[src/rtl/tsi_pkg.sv]
package tsi_pkg;
    localparam int unsigned NUM_SLOTS  = 32;
    localparam int unsigned SLOT_BITS  = 8;
    localparam int unsigned NUM_MASKS  = NUM_SLOTS / 8;
    localparam logic [7:0] ADDR_CODE   = 8'h23;
    localparam logic [7:0] ADDR_MASK0  = 8'h24;

    typedef enum logic [0:0] {
        ST_HUNT    = 1'b0,
        ST_ALIGNED = 1'b1
    } align_state_t;
endpackage

[src/rtl/tsi_regs.sv]
module tsi_regs
    import tsi_pkg::*;
#(
    parameter int unsigned SLOTS = NUM_SLOTS,
    parameter int unsigned WIDTH = SLOT_BITS
) (
    input  logic             clk,
    input  logic             rst_n,
    input  logic             we,
    input  logic [7:0]       addr,
    input  logic [WIDTH-1:0] wdata,
    output logic [WIDTH-1:0] rdata,
    output logic [WIDTH-1:0] code,
    output logic [SLOTS-1:0] sel_mask
);
    localparam int unsigned NREG = SLOTS / 8;

    logic [7:0] mask_reg [NREG];
    logic       hit_code;

    assign hit_code = (addr == ADDR_CODE);

    always_ff @(posedge clk) begin
        if (!rst_n) begin
            code <= '0;
        end else if (we && hit_code) begin
            code <= wdata;
        end
    end

    for (genvar g = 0; g < NREG; g++) begin : g_mask
        logic hit;
        assign hit = (addr == ADDR_MASK0 + 8'(g));
        always_ff @(posedge clk) begin
            if (!rst_n) begin
                mask_reg[g] <= '0;
            end else if (we && hit) begin
                mask_reg[g] <= wdata[7:0];
            end
        end
        assign sel_mask[g*8 +: 8] = mask_reg[g];
    end

    always_comb begin
        rdata = '0;
        if (hit_code) begin
            rdata = code;
        end
        for (int i = 0; i < NREG; i++) begin
            if (addr == ADDR_MASK0 + 8'(i)) begin
                rdata = WIDTH'(mask_reg[i]);
            end
        end
    end

    // writes outside the map leave every register as it was
    a_r10_stray_write: assert property (@(posedge clk) disable iff (!rst_n)
        (we && (addr < ADDR_CODE || addr > ADDR_MASK0 + 8'(NREG - 1)))
        |=> ($stable(code) && $stable(sel_mask)));

    // the pattern register follows a write to its address
    a_r3_code_write: assert property (@(posedge clk) disable iff (!rst_n)
        (we && hit_code) |=> (code == $past(wdata)));
endmodule

[src/rtl/tsi_slot_ctr.sv]
module tsi_slot_ctr
    import tsi_pkg::*;
#(
    parameter int unsigned SLOTS = NUM_SLOTS,
    parameter int unsigned WIDTH = SLOT_BITS
) (
    input  logic                                clk,
    input  logic                                rst_n,
    input  logic                                bit_en,
    input  logic                                frame_sync,
    output logic                                aligned,
    output logic [$clog2(SLOTS*WIDTH)-1:0]      pos
);
    localparam int unsigned FRAME_BITS = SLOTS * WIDTH;
    localparam int unsigned CNT_W      = $clog2(FRAME_BITS);

    align_state_t         state_q, state_d;
    logic [CNT_W-1:0]     cnt_q;

    // next-state process
    always_comb begin
        state_d = state_q;
        unique case (state_q)
            ST_HUNT:    if (bit_en && frame_sync) state_d = ST_ALIGNED; // SYNC_SEEN
            ST_ALIGNED: state_d = ST_ALIGNED;                            // RESYNC / COUNT
            default:    state_d = ST_HUNT;
        endcase
    end

    always_ff @(posedge clk) begin
        if (!rst_n) begin
            state_q <= ST_HUNT;
        end else begin
            state_q <= state_d;
        end
    end

    // output process: position of the bit now on the input
    always_comb begin
        aligned = 1'b0;
        pos     = cnt_q;
        unique case (state_q)
            ST_HUNT: begin
                aligned = frame_sync;
                pos     = '0;
            end
            ST_ALIGNED: begin
                aligned = 1'b1;
                pos     = frame_sync ? '0 : cnt_q;
            end
            default: begin
                aligned = 1'b0;
                pos     = '0;
            end
        endcase
    end

    always_ff @(posedge clk) begin
        if (!rst_n) begin
            cnt_q <= '0;
        end else if (bit_en && aligned) begin
            cnt_q <= pos + 1'b1;
        end
    end

    // a strobe places the next bit at position 1
    a_r5_sync_restart: assert property (@(posedge clk) disable iff (!rst_n)
        (bit_en && frame_sync) |=> (cnt_q == CNT_W'(1)));

    // without a strobe the hunt state is kept
    a_r6_stay_hunt: assert property (@(posedge clk) disable iff (!rst_n)
        (state_q == ST_HUNT && !(bit_en && frame_sync)) |=> (state_q == ST_HUNT));
endmodule

[src/rtl/tsi_subst.sv]
module tsi_subst
    import tsi_pkg::*;
#(
    parameter int unsigned SLOTS = NUM_SLOTS,
    parameter int unsigned WIDTH = SLOT_BITS
) (
    input  logic                            clk,
    input  logic                            rst_n,
    input  logic                            bit_en,
    input  logic                            tx_in,
    input  logic                            aligned,
    input  logic [$clog2(SLOTS*WIDTH)-1:0]  pos,
    input  logic [SLOTS-1:0]                sel_mask,
    input  logic [WIDTH-1:0]                code,
    output logic                            tx_out
);
    localparam int unsigned CNT_W = $clog2(SLOTS * WIDTH);
    localparam int unsigned BIT_W = $clog2(WIDTH);

    logic             hold_sel;
    logic [WIDTH-1:0] hold_code;
    logic             boundary;
    logic             cur_sel;
    logic [WIDTH-1:0] cur_code;
    logic [BIT_W-1:0] bit_idx;
    logic [CNT_W-BIT_W-1:0] slot_idx;
    logic             next_bit;

    assign bit_idx  = pos[BIT_W-1:0];
    assign slot_idx = pos[CNT_W-1:BIT_W];
    assign boundary = aligned && (bit_idx == '0);
    assign cur_sel  = boundary ? sel_mask[slot_idx] : hold_sel;
    assign cur_code = boundary ? code : hold_code;

    always_comb begin
        next_bit = tx_in;
        if (aligned && cur_sel) begin
            next_bit = cur_code[BIT_W'(WIDTH - 1) - bit_idx];
        end
    end

    always_ff @(posedge clk) begin
        if (!rst_n) begin
            hold_sel  <= 1'b0;
            hold_code <= '0;
            tx_out    <= 1'b0;
        end else if (bit_en) begin
            tx_out <= next_bit;
            if (boundary) begin
                hold_sel  <= sel_mask[slot_idx];
                hold_code <= code;
            end
        end
    end

    // output holds while no bit is presented
    a_r9_hold: assert property (@(posedge clk) disable iff (!rst_n)
        !bit_en |=> $stable(tx_out));

    // unaligned bits are copied straight through
    a_r6_hunt_pass: assert property (@(posedge clk) disable iff (!rst_n)
        (bit_en && !aligned) |=> (tx_out == $past(tx_in)));

    // sampled select and pattern stay fixed inside an octet
    a_r8_mid_octet: assert property (@(posedge clk) disable iff (!rst_n)
        (bit_en && aligned && bit_idx != '0) |=> ($stable(hold_sel) && $stable(hold_code)));

    // unselected aligned bits pass through
    a_r1_unselected: assert property (@(posedge clk) disable iff (!rst_n)
        (bit_en && aligned && !cur_sel) |=> (tx_out == $past(tx_in)));
endmodule

[src/rtl/tslot_idle_fill.sv]
module tslot_idle_fill
    import tsi_pkg::*;
#(
    parameter int unsigned SLOTS = NUM_SLOTS,
    parameter int unsigned WIDTH = SLOT_BITS
) (
    input  logic       clk,
    input  logic       rst_n,
    input  logic       bit_en,
    input  logic       frame_sync,
    input  logic       tx_in,
    input  logic       host_we,
    input  logic [7:0] host_addr,
    input  logic [7:0] host_wdata,
    output logic [7:0] host_rdata,
    output logic       tx_out
);
    localparam int unsigned CNT_W = $clog2(SLOTS * WIDTH);

    logic [WIDTH-1:0] code;
    logic [SLOTS-1:0] sel_mask;
    logic             aligned;
    logic [CNT_W-1:0] pos;

    tsi_regs #(.SLOTS(SLOTS), .WIDTH(WIDTH)) u_regs (
        .clk      (clk),
        .rst_n    (rst_n),
        .we       (host_we),
        .addr     (host_addr),
        .wdata    (host_wdata),
        .rdata    (host_rdata),
        .code     (code),
        .sel_mask (sel_mask)
    );

    tsi_slot_ctr #(.SLOTS(SLOTS), .WIDTH(WIDTH)) u_ctr (
        .clk        (clk),
        .rst_n      (rst_n),
        .bit_en     (bit_en),
        .frame_sync (frame_sync),
        .aligned    (aligned),
        .pos        (pos)
    );

    tsi_subst #(.SLOTS(SLOTS), .WIDTH(WIDTH)) u_subst (
        .clk      (clk),
        .rst_n    (rst_n),
        .bit_en   (bit_en),
        .tx_in    (tx_in),
        .aligned  (aligned),
        .pos      (pos),
        .sel_mask (sel_mask),
        .code     (code),
        .tx_out   (tx_out)
    );
endmodule

[config.mk]
export PLATFORM = sky130hd
export DESIGN_NAME = tslot_idle_fill
export DESIGN_NICKNAME = d
export VERILOG_FILES = /design/src/rtl/tsi_pkg.sv /design/src/rtl/tsi_regs.sv /design/src/rtl/tsi_slot_ctr.sv /design/src/rtl/tsi_subst.sv /design/src/rtl/tslot_idle_fill.sv
export SDC_FILE = /design/constraint.sdc
export NUM_CORES = 1
export LEC_CHECK = 0
export BUFFER_PORTS_ARGS = -buffer_cell sky130_fd_sc_hd__buf_2
export CAP_MARGIN = 20
export CORE_AREA = 5 5 84 86
export CTS_CLUSTER_SIZE = 10
export DETAILED_ROUTE_END_ITERATION = 7
export DIE_AREA = 0 0 89 91
export PLACE_DENSITY = 0.82
export SLEW_MARGIN = 20
export SYNTH_ARGS = -nofsm -noshare
export SYNTH_HDL_FRONTEND = slang
export SYNTH_SLANG_ARGS = --single-unit
[constraint.sdc]
create_clock -name clk -period 5.9 [get_ports clk]
set_input_delay 0 -clock clk [delete_from_list [all_inputs] [get_ports clk]]
set_output_delay 0 -clock clk [all_outputs]
set_load 0.02 [all_outputs]
==> results.json, run 1 <==
{
  "pre_cts_ws_ps": 3270,
  "fin_cells": 465,
  "cts.root.buffer_cell": "clkbuf_8",
  "drv_slew": 0,
  "cts.clk_slew.worst_paths_ps": 70,
  "layout-drive-gt1-share_pct": 14.2,
  "htreeDepth": 3,
  "fin_crit_ps": 2730,
  "met2_length_um": 4200,
  "finalCritPeriodShare_pct": 46.3,
  "crit_required_ps": 6130,
  "largest_reg_flops": 32,
  "grt_pass1_vias": 2755,
  "reg2reg_depth": 9,
  "drc": 0,
  "via_per_inst": 6.10,
  "start_util_pct": 52.7,
  "wl_met3_um": 651,
  "synth_seq_cells": 59,
  "start_kind": "register",
  "setup-violations-final": 0,
  "grt-ovfl-total": 0,
  "maxSlewHeadroom_pct": 27.3,
  "avgSynthCellArea_um2": 9.20,
  "syn2layout_area_growth_pct": 14.2,
  "drt_iter0_drc": 331,
  "dp_hpwl_um": 5850,
  "synth_area_mm2": 0.00327,
  "regToRegSetupSlack_ps": 3170,
  "synth_cells": 355,
  "synth_common_cells": "nand2_1, and2_1, edfxtp_1, dfxtp_1, nor2_1",
  "drtPass1Iterations": 6,
  "antenna_found_initial": 0,
  "place_inst": 440,
  "ant_nets": 0,
  "grt_max_degree": 37,
  "synth.most_common_cell": "nand2_1",
  "rr_endpoint": "u_subst.tx_out$_SDFFE_PN0P_",
  "synth_top_area_share_pct": 29.4,
  "hold_class": "in2reg",
  "cp.arrival_ps": 2960,
  "hold-path-cell-count": 3,
  "p_total_uw": 925,
  "pin_count": 31,
  "clk_path_buf_depth": 2,
  "finClkSkew_ps": 6.84,
  "r2r_start": "u_ctr.state_q$_SDFF_PN0_",
  "crit_buf_inv": 0,
  "die_y_um": 91,
  "synth_ff_type": "edfxtp_1",
  "setup_slack_ps": 3170,
  "routabilityCongestion": 0.845,
  "insertion_delay_ps": 340,
  "cts.sinks": 59,
  "cp_cell_sequence": "and2b_1 -> nand2_1 -> ha_1 -> o21a_1 -> mux2_1 -> o21ai_1 -> o311ai_0 -> a31oi_1 -> mux2i_1",
  "critPathKind": "reg2reg",
  "cp_max_fo": 13,
  "min_to": "u_ctr.cnt_q[5]$_SDFFE_PN0P_",
  "slowest_delay_ps": 590,
  "async_flop_share_pct": 0,
  "setup_tns_ps": 0,
  "yosysTopAreaCell": "edfxtp_1",
  "cts_tree": "built",
  "slowest_stage": "dfxtp_1",
  "leakagePower_uw": 0.00137,
  "wl_per_cell_um": 17.9,
  "maxCapViolCount": 0,
  "cts_resized": 0,
  "ys_seq_area_share_pct": 46.0,
  "ys_types": 48,
  "outcome": "finished, final reports clean",
  "hold_start": "bit_en",
  "yosysWarnings": 0,
  "cp-end-kind": "register",
  "io_buffers": 30,
  "die_area_mm2": 0.00810,
  "final_nets": 407,
  "wl_met1_um": 3340,
  "fp-row-count": 29,
  "via_count": 2835,
  "max_freq_mhz": 366,
  "grt_setup_unrepaired": "false",
  "synth_edf_count": 32,
  "p_per_area_mw_per_mm2": 248,
  "finalHoldViolCount": 0,
  "vdd_ir_drop_max_mv": 0.185,
  "routed_wl_um": 8330,
  "syn_nets": 379,
  "synthTopCellsByArea": "edfxtp_1, dfxtp_1, and2_1",
  "antennaDiodeCount": 0,
  "grt_usage_pct": 21.7,
  "finish.utilization_pct": 60.1,
  "critical_path.top_delay_family": "simple AND/OR/NAND/NOR gates",
  "die_x_um": 89,
  "core_area_mm2": 0.00620,
  "cts_buffers": 9,
  "grt_pass1_wl_um": 13500,
  "top_layer_used": "met4",
  "tightest_slew_ps": 1090
}
## where the power goes
group	leakage, uW	internal, uW	switching (uW)
logic	0.000750	26.0	38.4
clock network	0.000101	236	167
registers	0.000522	446	11.5
total	0.00137	708	217
## worst register-to-register path, cell delays in order, from the launching register on
cell      delay (ps)
dfxtp_1          590
and2b_1          460
nand2_1          240
ha_1             330
o21a_1           190
mux2_1           330
o21ai_1          120
o311ai_0         120
a31oi_1          180
mux2i_1           80
## repair_timing
action | CTS | global route
endpoints found under the setup margin | 0 | 0
setup buffers | 0 | 0
hold buffers | 9 | 0
hold endpoints to repair | 9 | 0
## layer usage
| layer | track usage [%] | up-vias |
|---|---|---|
| met5 | 0 | - |
| met4 | 5.33 | 0 |
| met3 | 5.61 | 14 |
| met2 | 36.6 | 139 |
| met1 | 27.5 | 1330 |
| li1 | - | 1352 |
## area by class of cell
cell class / instances / area, um2
Tap cell: 77 / 96.3
Sequential cell: 59 / 1500
Inverter: 11 / 41.3
Multi-Input combinational cell: 263 / 1640
Timing Repair Buffer: 39 / 240
Clock buffer: 9 / 124
Clock inverter: 7 / 91.3
Fill cell: 507 / 2470
## cells by family (layout without fill, tap and decap cells)
kind of cell,count (synthesis),after routing,synth area share [%]
compound gates,90,90,19.3
fa+ha+maj,2,2,0.766
simple gates,154,154,23.7
buf+inv,33,66,3.98
mux,17,17,6.20
flops,59,59,46.0
## placed cells by master (no fill, tap or decap), types with 2 or more instances in the layout
cell type / n
bufinv_16: 2
o22ai_1: 2
clkinvlp_4: 2
a32oi_1: 2
a21oi_1: 13
o211ai_1: 2
nand2_1: 48
nor4_1: 3
o21ai_0: 6
and3_1: 5
inv_1: 7
dlygate4sd3_1: 9
buf_2: 30
a22oi_1: 2
edfxtp_1: 32
clkinv_1: 3
nor3b_2: 2
a222oi_1: 8
nor2_1: 27
nand3_1: 14
o21a_1: 4
o21ai_1: 7
nor3_1: 4
ha_1: 2
mux2i_1: 9
inv_2: 3
mux4_2: 2
nand4_1: 2
mux2_1: 6
nor2b_1: 6
clkbuf_8: 9
nand2b_1: 5
a21boi_1: 17
a31oi_1: 17
and2_1: 33
dfxtp_1: 27
## through the flow
stage               area [um2]  hold WS (ps)
finish                    3730          51.5
floorplan                 3270           146
CTS                       3730          31.2
global placement          3420           302
global route              3730          46.1
detailed placement        3420           309
## worst max path at each step
stage | from | to | slack, ps | depth (start not counted)
2_1_floorplan | u_ctr.state_q$_SDFF_PN0_ | u_subst.tx_out$_SDFFE_PN0P_ | 3600 | 11
3_3_place_gp | u_ctr.state_q$_SDFF_PN0_ | u_subst.tx_out$_SDFFE_PN0P_ | 3340 | 9
3_5_place_dp | u_ctr.state_q$_SDFF_PN0_ | u_subst.tx_out$_SDFFE_PN0P_ | 3270 | 9
4_1_cts | u_ctr.state_q$_SDFF_PN0_ | u_subst.tx_out$_SDFFE_PN0P_ | 3210 | 9
5_1_grt | u_ctr.state_q$_SDFF_PN0_ | u_subst.tx_out$_SDFFE_PN0P_ | 2970 | 9
6_report | u_ctr.state_q$_SDFF_PN0_ | u_subst.tx_out$_SDFFE_PN0P_ | 3170 | 9
(Power assumes the default switching activity.)
==> run 2: changes to the inputs <==
--- a/config.mk
+++ b/config.mk
@@ -7,11 +7,11 @@
 export LEC_CHECK = 0
 export BUFFER_PORTS_ARGS = -buffer_cell sky130_fd_sc_hd__buf_2
 export CAP_MARGIN = 20
-export CORE_AREA = 5 5 84 86
+export CORE_AREA = 5 5 85 87
 export CTS_CLUSTER_SIZE = 10
 export DETAILED_ROUTE_END_ITERATION = 7
-export DIE_AREA = 0 0 89 91
-export PLACE_DENSITY = 0.82
+export DIE_AREA = 0 0 90 92
+export PLACE_DENSITY = 0.83
 export SLEW_MARGIN = 20
 export SYNTH_ARGS = -nofsm -noshare
 export SYNTH_HDL_FRONTEND = slang
==> constraint.sdc (replaced) <==
create_clock -name clk -period 2.2 [get_ports clk]
set_input_delay 0 -clock clk [delete_from_list [all_inputs] [get_ports clk]]
set_output_delay 0 -clock clk [all_outputs]
set_load 0.02 [all_outputs]
==> run 2 against run 1 <==
Largest cell class unchanged. First-iteration DRC count rose by 2.4%. Count of clock-buffer cells in the layout is the same. Design area rose by 4.4%. Critical path depth fell by 2. Setup slack got worse by 3100 ps. Via count grew 2.4%. Fmax is 29% higher. Wire length increased by 2.1%. Sequential power rose to 2.7 times the previous value. Critical endpoint unchanged.
==> results.json, run 2 (synthesis gave the netlist of run 1 again) <==
{
  "outcome": "finished, final reports clean",
  "grt_usage_pct": 21.2,
  "fin_cells": 484,
  "grt-ovfl-total": 0,
  "maxSlewHeadroom_pct": 65.4,
  "core_area_mm2": 0.00628,
  "finalHoldViolCount": 0,
  "tightest_slew_ps": 519,
  "slowest_delay_ps": 500,
  "pin_count": 31,
  "die_area_mm2": 0.00828,
  "p_per_area_mw_per_mm2": 623,
  "die_y_um": 92,
  "grt_pass1_vias": 2881,
  "via_count": 2902,
  "wl_per_cell_um": 17.6,
  "cp_cell_sequence": "or3b_1 -> mux4_2 -> a2111oi_4 -> o21a_1 -> a31oi_1 -> nand3_2 -> mux2i_1",
  "cts.root.buffer_cell": "clkbuf_8",
  "drtPass1Iterations": 5,
  "pre_cts_ws_ps": 2.18,
  "crit_required_ps": 2480,
  "r2r_start": "u_regs.mask_reg[3][5]$_SDFFCE_PN0P_",
  "fin_crit_ps": 2120,
  "hold_start": "bit_en",
  "cts_tree": "built",
  "design_area_mm2": 0.00389,
  "hold_class": "in2reg",
  "drv_slew": 0,
  "layout_commonest_cell": "nand2_1",
  "die_x_um": 90,
  "insertion_delay_ps": 350,
  "finalCritPeriodShare_pct": 96.5,
  "largest_reg_flops": 32,
  "drt_iter0_drc": 339,
  "layout-drive-gt1-share_pct": 19.7,
  "finish.utilization_pct": 62.0,
  "cp_max_fo": 2,
  "mostFrequentLayoutCells": "nand2_1, and2_1, edfxtp_1",
  "setup-violations-final": 0,
  "grt_setup_unrepaired": "false",
  "start_util_pct": 52.0,
  "grt_max_degree": 27,
  "cp-startpoint": "u_regs.mask_reg[3][5]$_SDFFCE_PN0P_",
  "maxCapViolCount": 0,
  "multiInputGateArea_mm2": 0.00167,
  "grt_pass1_wl_um": 14100,
  "cts.clk_slew.worst_paths_ps": 70,
  "cp.arrival_ps": 2400,
  "vdd_ir_drop_max_mv": 0.502,
  "fillers": 490,
  "ant_nets": 0,
  "place_area_mm2": 0.00358,
  "setup_tns_ps": 0,
  "leakagePower_uw": 0.00147,
  "routed_wl_um": 8510,
  "max_freq_mhz": 471,
  "syn2layout_area_growth_pct": 19.2,
  "dp_hpwl_um": 5910,
  "final_nets": 426,
  "drc": 0,
  "slowest_stage": "mux4_2",
  "htreeDepth": 3,
  "place_inst": 459,
  "antenna_found_initial": 0,
  "finClkSkew_ps": 9.17,
  "start_kind": "register",
  "via_per_inst": 6.00,
  "cts_buffers": 9,
  "fp-row-count": 29,
  "clk_path_buf_depth": 2,
  "antennaDiodeCount": 0,
  "cts.sinks": 59,
  "setup_slack_ps": 77.1,
  "seq_area_mm2": 0.00150,
  "io_buffers": 30,
  "cp-end-kind": "register",
  "critPathKind": "reg2reg",
  "routabilityCongestion": 0.843
}
-- run 2: through the flow --
step                      hold WS, ps  power, uW
after floorplan                   146       1350
after global placement            307       1420
after detailed placement          309       1420
after CTS                        14.4       2430
after global routing             48.5       2530
final                            29.6       2430
-- run 2: final timing paths --
path                                  endpoint  slack [ps]  cells past startpoint
max                u_subst.tx_out$_SDFFE_PN0P_          80                      7
min                u_ctr.cnt_q[5]$_SDFFE_PN0P_          30                      3
max reg2reg        u_subst.tx_out$_SDFFE_PN0P_          80                      7
min reg2reg  u_subst.hold_code[1]$_SDFFE_PN0P_         460                      2
-- run 2: timing repair --
action,in CTS,in global routing
gates resized for setup,1,3
setup buffers,0,0
hold buffers,9,0
pin swaps,0,4
hold endpoints to repair,9,0
endpoints found under the setup margin,1,2
-- run 2: routing by layer --
layer	vias up	wire length (um)	track usage, %
met5	-	0	0
met4	0	212	8.19
met3	22	540	6.22
met2	114	4220	35.9
met1	1380	3530	25.4
li1	1386	-	-
-- run 2: power breakdown --
part	switching (uW)	internal, uW
clock	479	530
sequential	26.9	1200
combinational	115	81.2
total	621	1810
-- run 2: final cells by class --
cell class | count | share of cell area (%)
repair buffers | 58 | 9.83
flip-flops and latches | 59 | 38.6
well taps | 77 | 2.47
multi-input cells | 263 | 42.9
clock buffers | 9 | 3.18
inverters | 11 | 1.06
clock inverters | 7 | 1.96
-- run 2: worst max-delay path, delay by kind of cell, from the launching register on --
kind,cells,cell delay [ps]
DFF,1,400
and+or+nand+nor,2,450
AOI/OAI and AO/OA,3,530
muxes,2,670
